$ cat config.mk
export PLATFORM = sky130hd
export DESIGN_NAME = chan_switch_seq
export DESIGN_NICKNAME = d
export VERILOG_FILES = /design/src/rtl/chan_switch_seq.sv
export SDC_FILE = /design/constraint.sdc
export NUM_CORES = 1
export LEC_CHECK = 0
export BUFFER_PORTS_ARGS = -buffer_cell sky130_fd_sc_hd__buf_2
export CAP_MARGIN = 15
export CORE_MARGIN = 5
export CORE_UTILIZATION = 35
export CTS_CLUSTER_DIAMETER = 60
export DETAILED_ROUTE_END_ITERATION = 7
export SLEW_MARGIN = 10
export SYNTH_ARGS = -nofsm -noshare
export SYNTH_HDL_FRONTEND = slang
export SYNTH_SLANG_ARGS = --single-unit
$ cat constraint.sdc
create_clock -name clk -period 2.6 [get_ports clk]
set_input_delay 0.39 -clock clk [delete_from_list [all_inputs] [get_ports clk]]
set_output_delay 0.39 -clock clk [all_outputs]
set_load 0.01 [all_outputs]
$ cat src/rtl/chan_switch_seq.sv
module chan_switch_seq #(
  parameter int CLK_MHZ   = 125,
  parameter int SETTLE_US = 192,
  parameter int ADDR_W    = 10,
  parameter int DATA_W    = 8,
  parameter int CH_W      = 5,
  parameter int CH_LO     = 11,
  parameter int CH_HI     = 26,
  parameter int SEL_ADDR  = 'h200,
  parameter int CTL_ADDR  = 'h036,
  parameter int RST_BIT   = 2,
  parameter int SEL_LOW   = 3
) (
  input  logic              clk,
  input  logic              rst_n,
  input  logic              start,
  input  logic [CH_W-1:0]   channel,
  output logic              busy,
  output logic              done,
  output logic              error,
  output logic              reg_req,
  output logic              reg_long,
  output logic              reg_we,
  output logic [ADDR_W-1:0] reg_addr,
  output logic [DATA_W-1:0] reg_wdata,
  input  logic [DATA_W-1:0] reg_rdata,
  input  logic              reg_ack
);
  localparam int SETTLE_CYC = SETTLE_US * CLK_MHZ;
  localparam int CNT_W = $clog2(SETTLE_CYC + 1);
  localparam logic [DATA_W-1:0] RST_MASK = DATA_W'(1) << RST_BIT;

  typedef enum logic [2:0] {S_IDLE, S_SEL, S_RD, S_SET, S_CLR, S_WAIT} state_t;

  state_t            state;
  logic [CNT_W-1:0]  cnt;
  logic [DATA_W-1:0] ctl, sel;
  logic              ch_ok;
  logic [DATA_W-1:0] sel_val;

  assign ch_ok   = channel >= CH_W'(CH_LO) && channel <= CH_W'(CH_HI);
  assign sel_val = (DATA_W'(channel - CH_W'(CH_LO)) << 4) | DATA_W'(SEL_LOW);

  always_ff @(posedge clk or negedge rst_n) begin
    if (!rst_n) begin
      state <= S_IDLE;
      cnt   <= '0;
      ctl   <= '0;
      sel   <= '0;
      done  <= 1'b0;
      error <= 1'b0;
    end else begin
      done  <= 1'b0;
      error <= 1'b0;
      case (state)
        S_IDLE: if (start) begin
          if (ch_ok) begin
            sel   <= sel_val;
            state <= S_SEL;
          end else error <= 1'b1;
        end
        S_SEL: if (reg_ack) state <= S_RD;
        S_RD: if (reg_ack) begin
          ctl   <= reg_rdata;
          state <= S_SET;
        end
        S_SET: if (reg_ack) state <= S_CLR;
        S_CLR: if (reg_ack) begin
          cnt   <= CNT_W'(SETTLE_CYC - 1);
          state <= S_WAIT;
        end
        S_WAIT: if (cnt == '0) begin
          done  <= 1'b1;
          state <= S_IDLE;
        end else cnt <= cnt - 1'b1;
        default: state <= S_IDLE;
      endcase
    end
  end

  assign busy     = state != S_IDLE;
  assign reg_req  = state inside {S_SEL, S_RD, S_SET, S_CLR};
  assign reg_long = state == S_SEL;
  assign reg_we   = state inside {S_SEL, S_SET, S_CLR};

  always_comb begin
    reg_addr  = ADDR_W'(CTL_ADDR);
    reg_wdata = '0;
    case (state)
      S_SEL: begin
        reg_addr  = ADDR_W'(SEL_ADDR);
        reg_wdata = sel;
      end
      S_SET: reg_wdata = ctl | RST_MASK;
      S_CLR: reg_wdata = ctl & ~RST_MASK;
      default: ;
    endcase
  end
endmodule

==> load_flow_metrics.sql <==
INSERT INTO impl_metrics (metric_group, metric, value, unit) VALUES
('sta', 'setup_viol', '0', ''),
('sta', 'rsz0062_at_grt', 'no', ''),
('status', 'outcome', 'complete, no violations', ''),
('yosys', 'synth_adder_area_share', '0.0204', ''),
('cts', 'clkTransAtPathRegs', '70', 'ps'),
('floorplan', 'floorplan.die_area', '6810', 'sq um'),
('yosys', 'synthesis.area', '1840', 'sq um'),
('cts', 'clockRootBuffer', 'sky130_fd_sc_hd__clkbuf_8', ''),
('setup_path', 'data_required_time_at_the_worst_endpoint', '2210', 'ps'),
('pwr', 'power.density_cell_area', '1010', 'nW/um^2'),
('setup_path', 'worstSetupPathType', 'reg2out', ''),
('yosys', 'synth-xor-area-share', '0.0428', ''),
('yosys', 'yosys-mux-area-fraction', '0.105', ''),
('global_route', 'global_route.usage.total', '0.129', ''),
('cts', 'cts.repair_timing.setup_buffer_count', '0', ''),
('cells_and_area', 'leading_cell_types_in_the_layout_fill_and_taps_excluded', 'sky130_fd_sc_hd__buf_2 (34), sky130_fd_sc_hd__dfrtp_1 (32), sky130_fd_sc_hd__nand2_1 (17), sky130_fd_sc_hd__nor2_1 (16), sky130_fd_sc_hd__o21ai_0 (13)', ''),
('sta', 'achievable-frequency', '0.461', 'GHz'),
('routing', 'routed_wl', '3930', 'um'),
('cells_and_area', 'final_common_cell', 'sky130_fd_sc_hd__buf_2', ''),
('global_route', 'global_route_congestion_overflow_total', '0', ''),
('yosys', 'postSynth.asyncResetShare', '1.00', ''),
('yosys', 'share_of_the_synthesized_area_in_the_top_cell_type', '0.435', ''),
('sta', 'final.setup.tns', '0', 'ps'),
('routing', 'num_vias', '1452', ''),
('setup_path', 'timing.critical_path.slowest_stage_cell', 'sky130_fd_sc_hd__dfrtp_1', ''),
('routing', 'route.detailed.wl_per_inst', '13.4', 'um'),
('sta', 'drv_slew', '0', ''),
('sta', 'slew-limit-headroom', '0.522', ''),
('setup_path', 'cp_cell_sequence', 'buf_4 -> nor2_1 -> and2_1 -> nand2_1 -> o21ai_0 -> buf_2', ''),
('floorplan', 'floorplan.initialDensity', '0.360', ''),
('setup_path', 'worstPathBufferInverterCount', '2', ''),
('yosys', 'yosys.area_share.simple', '0.209', ''),
('yosys', 'synth_edf_count', '0', ''),
('cts', 'cts_tree', 'yes', ''),
('pwr', 'cellLeakagePower', '0.918', 'nW'),
('floorplan', 'fp-row-count', '26', ''),
('floorplan', 'die-width', '82.5', 'um'),
('floorplan', 'chipHeight', '82.5', 'um'),
('cts', 'clk_latency', '280', 'ps'),
('setup_path', 'end_kind', 'primary output', ''),
('routing', 'initialDrtViolationCount', '65', ''),
('routing', 'count_of_antenna_violating_nets_left_after_detailed_routing', '0', ''),
('global_route', 'initial_antenna_violation_count', '0', ''),
('cts', 'tritoncts.num_buffers', '5', ''),
('yosys', 'synth_top_cells_by_area', 'sky130_fd_sc_hd__dfrtp_1 (44%), sky130_fd_sc_hd__mux2_2 (6.1%), sky130_fd_sc_hd__mux2i_1 (4.4%)', ''),
('routing', 'drt_pre_antenna_iters', '4', ''),
('cells_and_area', 'fraction_of_final_layout_cells_sized_beyond_drive_strength_1', '0.274', ''),
('routing', 'post-route-drc-count', '0', ''),
('global_route', 'grt_pass1_vias', '1418', ''),
('cts', 'ctsResizeCount', '0', ''),
('yosys', 'synth_top_cell_by_area', 'sky130_fd_sc_hd__dfrtp_1', ''),
('floorplan', 'core', '5110', 'sq um'),
('place', 'io_buffers', '34', ''),
('floorplan', 'io-pin-count', '41', ''),
('setup_path', 'maximum_fanout_encountered_on_the_critical_timing_path', '13', ''),
('setup_path', 'worst_reg2reg_startpoint', 'cnt[0]', ''),
('yosys', 'average_cell_area_after_synthesis', '9.64', 'sq um'),
('cts', 'holdBufCountCts', '0', ''),
('sta', 'post-route-min-period', '2170', 'ps'),
('job', 'max_cap_viol_count', '0', ''),
('yosys', 'ys_seq_area_frac', '0.435', ''),
('setup_path', 'max_stage_delay', '410', 'ps'),
('setup_path', 'timing.critical_path.from_type', 'flip-flop', ''),
('routing', 'viasPerCell', '4.96', ''),
('global_route', 'maximum_number_of_pins_on_one_net_before_global_route_repair', '33', ''),
('cells_and_area', 'n_antenna_cell', '0', ''),
('global_route', 'grt_pass1_wl', '6540', 'um'),
('cts', 'clock_tree.htree_level_count', '2', ''),
('sta', 'min_period_over_period', '0.833', ''),
('cells_and_area', 'layout-area-overhead-vs-synth', '16.3', '%'),
('pwr', 'post-layout-total-power', '2.16', 'mW');
[power breakdown]
group | total, mW | switching [mW] | internal [mW]
Sequential | 0.814 | 0.156 | 0.657
Combinational | 0.873 | 0.483 | 0.390
Clock | 0.474 | 0.190 | 0.284
Total | 2.16 | 0.829 | 1.33
[Yosys cell counts (all sizes together) (6+ instances only)]
cell     n
dfrtp   32
nand2   17
nor2    16
o21ai   13
mux2    10
buf      9
inv      9
mux2i    8
nor3     8
a21oi    7
clkbuf   7
xnor2    6
[worst register-to-register path, stage by stage (launching register included)]
cell and delay (ps):
sky130_fd_sc_hd__dfrtp_1 390, sky130_fd_sc_hd__inv_1 100, sky130_fd_sc_hd__ha_1 180, sky130_fd_sc_hd__or3b_2 490, sky130_fd_sc_hd__nor4_4 290, sky130_fd_sc_hd__o21ai_0 230
sky130_fd_sc_hd__nor3_1 220, sky130_fd_sc_hd__mux2i_1 200
[per-stage QoR]
stage	setup WS, ps	hold slack, ps	cells	cell area [sq um]	util
2_1_floorplan	614	94.4	195	1860	-
3_3_place_gp	458	469	285	2030	0.398
3_5_place_dp	445	471	285	2030	0.398
4_1_cts	433	181	293	2140	0.419
5_1_grt	231	215	293	2140	0.419
6_report	433	152	293	2140	0.419
[routing by layer]
metal / global-route usage / part of all wire / vias to the layer above / wire (um)
met5: 0 / 0 / - / 0
met4: 0.0588 / 0.017 / 0 / 65
met3: 0.0380 / 0.051 / 5 / 200
met2: 0.200 / 0.46 / 33 / 1810
met1: 0.165 / 0.47 / 698 / 1850
li1: - / - / 716 / -
[path summary, 6_finish.rpt]
path	to	slack (ps)	depth (start not counted)
worst max-delay path	reg_wdata[7]	430	6
worst min-delay path	state[2]	150	1
worst max register to register	cnt[8]	440	7
worst min register to register	cnt[8]	490	1
max in group asynchronous	state[1]	1980	1
min in group clk	ctl[3]	330	2
[sequential cells by signal, summed over array words and instances, names as in the netlist]
| name | flops |
|---|---|
| sel | 5 |
| error | 1 |
| done | 1 |
| ctl | 7 |
| cnt | 15 |
| state | 3 |
[cell type report]
cell class              count  area (sq um)
fillers                   529          2970
multi-input cells         138           926
flip-flops and latches     32           801
repair buffers             36           185
well taps                  70          87.6
clock buffers               6          72.6
clock inverters             2          35.0
inverters                   9          33.8
[kinds of logic (layout without fill, tap and decap cells)]
kind of cell / Yosys count / in the layout
AOI/OAI and AO/OA: 32 / 32
DFF: 32 / 32
adders and majority gates: 3 / 3
xor gates and xnor gates: 9 / 9
and+or+nand+nor: 71 / 71
buffers and inverters: 25 / 53
other: 1 / 5
muxes: 18 / 18
Power figures use the tool's default switching activity.
